<file path="src/rtl/pci_sdp_master.sv">
module pci_sdp_master #(
  parameter int DW          = 32,
  parameter int CLAIM_LIMIT = 5,
  parameter logic [3:0] CMD_RD = 4'b0110,
  parameter logic [3:0] CMD_WR = 4'b0111
) (
  input  logic          clk,
  input  logic          rst_n,
  input  logic          req_valid,
  input  logic          req_write,
  input  logic [DW-1:0] req_addr,
  input  logic [DW/8-1:0] req_be,
  input  logic [DW-1:0] req_wdata,
  output logic          req_ready,
  output logic          done,
  output logic [DW-1:0] rsp_rdata,
  output logic          rsp_err,
  output logic          frame_n_o,
  output logic          frame_oe,
  output logic          irdy_n_o,
  output logic          irdy_oe,
  output logic [DW/8-1:0] cbe_n_o,
  output logic          cbe_oe,
  output logic [DW-1:0] ad_o,
  output logic          ad_oe,
  input  logic [DW-1:0] ad_i,
  input  logic          devsel_n_i,
  input  logic          trdy_n_i
);
  localparam int BW = DW / 8;
  localparam int CW = $clog2(CLAIM_LIMIT + 1);

  typedef enum logic [2:0] {S_IDLE, S_ADDR, S_DATA, S_HOLD, S_DONE} state_t;

  state_t        state;
  logic          lat_wr;
  logic [DW-1:0] lat_addr;
  logic [BW-1:0] lat_be;
  logic [DW-1:0] lat_wdata;
  logic [CW-1:0] wait_cnt;
  logic          claimed;

  wire hit      = !devsel_n_i && !trdy_n_i;
  wire give_up  = !claimed && devsel_n_i && (wait_cnt == CW'(CLAIM_LIMIT - 1));

  always_ff @(posedge clk or negedge rst_n) begin
    if (!rst_n) begin
      state     <= S_IDLE;
      lat_wr    <= 1'b0;
      lat_addr  <= '0;
      lat_be    <= '0;
      lat_wdata <= '0;
      wait_cnt  <= '0;
      claimed   <= 1'b0;
      rsp_rdata <= '0;
      rsp_err   <= 1'b0;
    end else begin
      case (state)
        S_IDLE: if (req_valid) begin
          lat_wr    <= req_write;
          lat_addr  <= req_addr;
          lat_be    <= req_be;
          lat_wdata <= req_wdata;
          state     <= S_ADDR;
        end
        S_ADDR: begin
          wait_cnt <= '0;
          claimed  <= 1'b0;
          rsp_err  <= 1'b0;
          state    <= S_DATA;
        end
        S_DATA: begin
          if (!devsel_n_i) claimed <= 1'b1;
          if (hit) begin
            if (lat_wr) state <= S_HOLD;
            else begin
              rsp_rdata <= ad_i;
              state     <= S_DONE;
            end
          end else if (give_up) begin
            rsp_err <= 1'b1;
            state   <= S_DONE;
          end else if (!claimed) begin
            wait_cnt <= wait_cnt + 1'b1;
          end
        end
        S_HOLD: if (trdy_n_i) state <= S_DONE;
        S_DONE: state <= S_IDLE;
        default: state <= S_IDLE;
      endcase
    end
  end

  assign req_ready = (state == S_IDLE);
  assign done      = (state == S_DONE);
  assign frame_oe  = (state != S_IDLE);
  assign irdy_oe   = (state != S_IDLE);
  assign frame_n_o = (state != S_ADDR);
  assign irdy_n_o  = (state != S_DATA);
  assign cbe_oe    = (state == S_ADDR) || (state == S_DATA) || (state == S_HOLD);
  assign cbe_n_o   = (state == S_ADDR) ? (lat_wr ? CMD_WR : CMD_RD) : ~lat_be;
  assign ad_oe     = (state == S_ADDR) || (lat_wr && ((state == S_DATA) || (state == S_HOLD)));
  assign ad_o      = (state == S_ADDR) ? lat_addr : lat_wdata;
endmodule

</file>
<file path="config.mk">
export PLATFORM = sky130hd
export DESIGN_NAME = pci_sdp_master
export DESIGN_NICKNAME = d
export VERILOG_FILES = /design/src/rtl/pci_sdp_master.sv
export SDC_FILE = /design/constraint.sdc
export NUM_CORES = 1
export LEC_CHECK = 0
export ABC_AREA = 1
export BUFFER_PORTS_ARGS = -buffer_cell sky130_fd_sc_hd__clkbuf_2
export CAP_MARGIN = 20
export CORE_MARGIN = 2
export CORE_UTILIZATION = 45
export CTS_CLUSTER_SIZE = 25
export DETAILED_ROUTE_END_ITERATION = 10
export HOLD_SLACK_MARGIN = 0.12
export PLACE_DENSITY = 0.77
export SYNTH_ARGS = -nofsm -noshare
export SYNTH_HDL_FRONTEND = slang
export SYNTH_SLANG_ARGS = --single-unit
</file>
<file path="constraint.sdc">
create_clock -name clk -period 1.2 [get_ports clk]
set_input_delay 0 -clock clk [delete_from_list [all_inputs] [get_ports clk]]
set_output_delay 0 -clock clk [all_outputs]
set_load 0.1 [all_outputs]
</file>
==> impl_summary.md, run 1 <==
Status
The flow did not finish. The flow stopped in global routing. The tool reported: "[ERROR GRT-0232] Routing congestion too high. Check the congestion heatmap in the GUI".

Synth
The number of enable-type register cells in the synthesized netlist is 0. The share of the Yosys chip area taken by registers is 0.556. Yosys attributes the largest share of cell area to dfrtp_1 56%, nand2_1 22%, nand3_1 8.0%, inv_1 3.3%, o21ai_0 2.8%. Dividing the synthesized area by the synthesized cell count gives between 7 and 8 sq um. The Yosys warning count is 0. The commonest cells after synthesis are 284 x nand2_1, 109 x dfrtp_1, 78 x nand3_1. The most frequent cell after synthesis is nand2_1. The most used flip-flop cell after synthesis is dfrtp_1. The mapped netlist covers about 4900 sq um. The number of nets handed over by synthesis was about 720. The share of synthesized registers carrying an async set or reset is 1.00.

Yosys mapped the design onto 29 distinct sky130hd cell types. The number of storage elements in the synthesis netlist is between 100 and 150. The cell accounting for the most synthesized area is dfrtp_1. The cell count after synthesis is 616. The area share of the leading cell type in the synthesized netlist is 0.556.

Place
The number of buffers inserted by port buffering is about 180. The placement-stage worst setup slack is -197 ps. After legalization and detailed placement, the total HPWL measured roughly 11,000 um. The routability congestion estimate from global placement is around 0.85.

GRT
For this run the aggregate overflow at the end of global routing stands at 515. The number of antenna violations at the first check in global routing is 6. The total global routing track utilization is 0.909. The pin count of the biggest net entering global routing is 33.

Clocking
The number of levels the H-tree was split into is 3. The number of sinks driven by the clock tree is approximately 110. The buffer levels on the longest clock path is 2. The number of buffers created by CTS is 9.

The tree is rooted in a clkbuf_8.

Die
The number of top-level pins is around 180. For this configuration, the core starts out at a cell density of 0.457. The die is 108 um tall. The floorplan has 38 rows. The floorplan step set the die width to ~110 um.

STA
The pin type at the end of the worst path is a top-level output. Once global-route timing repair stopped, the endpoint with the least setup slack was ad_o[22].
## cells by family after synthesis
logic type | synth area share
buffers and inverters | 0.0739
DFF | 0.556
AOI/OAI and AO/OA | 0.0410
adders and majority gates | 0.00510
and+or+nand+nor | 0.323
xor gates and xnor gates | 0.00178
## per-stage QoR
stage	hold WS (ps)	cell area, sq um	TNS [ps]	instances
2_1_floorplan	-296	5530	-19950	616
4_1_cts	126	9750	-51480	1097
3_5_place_dp	-16.4	7480	-12400	935
3_3_place_gp	-23.9	7480	-7740	935
## repair_timing
action,CTS
gates cloned,19
setup buffers,24
hold buffers,105
endpoints found under the setup margin,164
pin swaps,19
endpoints found under the hold margin,217
resized for setup,117
## metal layers
metal	track usage	GRT overflow
met1	0.855	1
met2	1.12	340
met3	0.683	3
met4	1.09	171
met5	0.179	0
==> run 2: changes to the inputs <==
Settings changed: CORE_UTILIZATION 45 to 30, CTS_CLUSTER_SIZE 25 to default, HOLD_SLACK_MARGIN 0.12 to default, PLACE_DENSITY 0.77 to default, PLACE_DENSITY_LB_ADDON from default to 0.15.
Clock period 1.2 ns to 1.56 ns, I/O delays scaled along.
==> run 2 against run 1 <==
  * The flow now finishes, with violations (negative setup slack)
  * Synthesized cell count is the same
  * Area after synthesis is the same
==> impl_summary.md, run 2 <==
Status
The flow ran to the end, but the final reports show violations. The checks that failed: negative setup slack.

Synth
The Yosys warning count came to 0 (unchanged). The cell accounting for the most synthesized area is dfrtp_1. The post-synthesis average cell area came to 7.97 sq um (unchanged). The net count after synthesis is 724 (unchanged). Yosys attributes the largest share of cell area to dfrtp_1 56%, nand2_1 22%, nand3_1 8.0%, inv_1 3.3%, o21ai_0 2.8%.

The cell count after synthesis is 616 (unchanged). The most instantiated flip-flop cell in the synthesis netlist is dfrtp_1. The unique cell type count in the Yosys netlist is 29 (unchanged).

The area share of the leading cell type in the synthesized netlist is 0.556 (unchanged). The number of storage elements in the synthesis netlist was 109 (unchanged). The most frequent cell after synthesis is nand2_1. The fraction of the yosys area taken by sequential cells is 0.556 (unchanged). By count the netlist is led by 284 x nand2_1, 109 x dfrtp_1, 78 x nand3_1. The share of synthesized registers carrying an async set or reset was 1.00 (unchanged). The netlist area before placement is 4910 sq um (unchanged). The number of enable-type register cells in the synthesized netlist is 0 (unchanged).

STA
The actual slew at the worst max-slew pin is approximately 560 ps. The least setup slack across all paths after layout is -84.7 ps. Timing would allow up to between 600 and 700 MHz. The final number of hold-violating endpoints was 0. Setup repair after global routing could not meet its margin everywhere. The relative slew slack is 0.627. Of the available clock period, the critical path in the final layout requires 1.05. Counting I/O delays and the setup requirement, the final critical path takes around 1600 ps. The number of pins with negative max-slew slack in the final report came to 0.

The count of final setup violators is 37. The final setup skew is roughly 8.4 ps.

Layout
The area growth from synthesis to layout is 81.6%. The most common library cell in the layout ignoring fill and taps is nand2_1. The count of antenna diodes in the layout is 0. At the end of the flow, the number of nets in the layout was 1,031. In the layout the commonest cells are 218 x nand2_1, 137 x clkbuf_2, 107 x dfrtp_1, 104 x dlygate4sd3_1, 77 x nand3_1. The filler cell count is ~1,400.

Of the cells placed in the final design, the portion with a size suffix greater than 1 is 0.356. The largest registers in the layout are lat_addr (32), lat_wdata (32), rsp_rdata (32). The number of cells in the finished layout apart from fillers is between 1,000 and 1,500.

Min path
The number of cells on the worst hold path is 3. The path category of the worst min-delay check is input port to flop.

GRT
The number of antenna violations at the first check in global routing was 0. Summed over all layers, the global routing overflow is 0. The first global-routing pass estimated between 20,000 and 30,000 um of wire.

Entering global routing, the biggest net connects 65 pins. The total global routing track utilization is 0.185. The number of global-route vias before repair was about 5,200.

Clocking
The cell at the root of the clock tree is clkbuf_16. The number of buffers created by CTS came to 9 (unchanged). The buffer levels on the longest clock path came to 2 (unchanged). The number of levels the H-tree was split into was 3 (unchanged). The clock slew seen by the registers of the worst setup and hold paths is 70 ps.

The insertion delay to the later sink of the worst-skew pair is about 360 ps. The clock tree from TritonCTS is done. The number of sinks driven by the clock tree is 109 (unchanged).

Routing
Dividing the detail-routed via count by the number of cells gives 4.52. The first-iteration detailed-routing DRC count is 266. The number of vias in the routed layout is slightly above 5,000.

The pre-antenna-repair detailed-routing pass consisted of 4 iterations. The DRC violation count after routing is 0. The detailed-route wire length per cell is about 15 um.

The detailed-route wire length is around 17,000 um. In this run the remaining antenna-violating nets after routing total 0.

Place
The cell count after placement is 991 (+6.0%). The number of buffers inserted by port buffering came to 182 (unchanged). The routability congestion estimate from global placement is 0.790 (-7.5%). The detailed-placement wirelength estimate is 9950 um (-5.6%).

Flow run
The max-cap check violation count is 0.

Setup path
The endpoint type of the worst setup path is an output pin. The worst reg2reg path depth is 8. The path type of the worst setup path is flop to output pin. The required time at the endpoint of the critical path is roughly 1600 ps. The arrival time at the worst endpoint is ~1600 ps.

The biggest cell delay along the critical path is about 420 ps. The most repeated library cell on the critical path is nand2_2. The sort of element at the start of the critical path is a flop. The slowest stage cell on the critical path is dfrtp_2. Traced cell by cell, the critical path runs through inv_2, nand3_4, buf_8, clkbuf_16, nand2_2, nand2_2, buf_12. Along the worst path, the maximum fanout reaches 6.

Die
After floorplanning, the core was sized to cover between 15,000 and 20,000 sq um. The number of core rows is 46 (+21%). The total die area is about 17,000 sq um. The chip width was 132 um (+22%). The die boundary height is 132 um (+22%). The initial core utilization is 0.308 (-0.149).

The number of top-level pins is 183 (unchanged).
run 2: cell counts after synthesis:
Identical to the previous run, type by type.
run 2: cell families after synthesis:
| logic type | count (synthesis) | synth area share |
|---|---|---|
| AND/OR/NAND/NOR | 383 | 0.323 |
| flip-flops | 109 | 0.556 |
| buffers and inverters | 82 | 0.0739 |
| AO/OA/AOI/OAI | 39 | 0.0410 |
| adder cells (fa/ha/maj) | 2 | 0.00510 |
| XOR/XNOR | 1 | 0.00178 |
run 2: layer usage:
layer  share of wire  GRT usage  up-vias
li1                -          -     2534
met3           0.059     0.0515       16
met1            0.42      0.241     2477
met2            0.50      0.308      149
met5               0          0        -
met4           0.011     0.0405        0
run 2: cell type report:
class,instances,area [sq um],share of cell area
repair inverters,1,6.26,0.000702
clock buffers,10,239,0.0268
well taps,216,270,0.0303
repair buffers,331,3290,0.369
multi-input cells,425,2130,0.239
clock inverters,6,53.8,0.00603
flip-flops and latches,109,2730,0.306
inverters,46,195,0.0219
run 2: path summary, 6_finish.rpt:
| path | start | to | slack (ps) |
|---|---|---|---|
| setup / recovery | state[1] | ad_o[2] | -80 |
| hold / removal | req_valid | lat_addr[21] | 50 |
| setup reg to reg | state[1] | lat_wdata[19] | 0 |
| hold reg to reg | lat_addr[28] | lat_addr[28] | 470 |
| max in group asynchronous | rst_n | state[1] | 840 |
| min in group asynchronous | rst_n | lat_addr[13] | 130 |
run 2: what timing repair did:
action / CTS / global route
hold endpoints to repair: 212 / 0
pin swaps: 3 / 14
buffers inserted: 12 / 3
gates cloned: 5 / 13
gates resized for setup: 29 / 53
hold buffers: 104 / 0
setup endpoints to repair: 38 / 117
run 2: stage by stage:
| step | setup TNS [ps] | util | cell area, sq um | setup WS [ps] | hold slack, ps |
|---|---|---|---|---|---|
| 3_3_place_gp | 0 | 0.429 | 6830 | 133 | -29.1 |
| 5_1_grt | -8810 | 0.559 | 8920 | -137 | 71.0 |
| 2_1_floorplan | -267 | - | 5030 | -144 | -296 |
| 3_5_place_dp | 0 | 0.429 | 6830 | 58.6 | -25.3 |
| 4_1_cts | -975 | 0.531 | 8460 | -74.2 | 30.3 |
| 6_report | -2220 | 0.559 | 8920 | -84.7 | 46.2 |
run 2: worst max-delay path: cells and delay by family, from the launching register on:
| kind | cells | cell delay (ps) |
|---|---|---|
| buffers and inverters | 4 | 590 |
| DFF | 1 | 420 |
| and+or+nand+nor | 3 | 250 |
Power of run 2 is left out: the tool's default activity adds up to more than one toggle a clock period on the data nets, which glitch-free logic cannot reach.
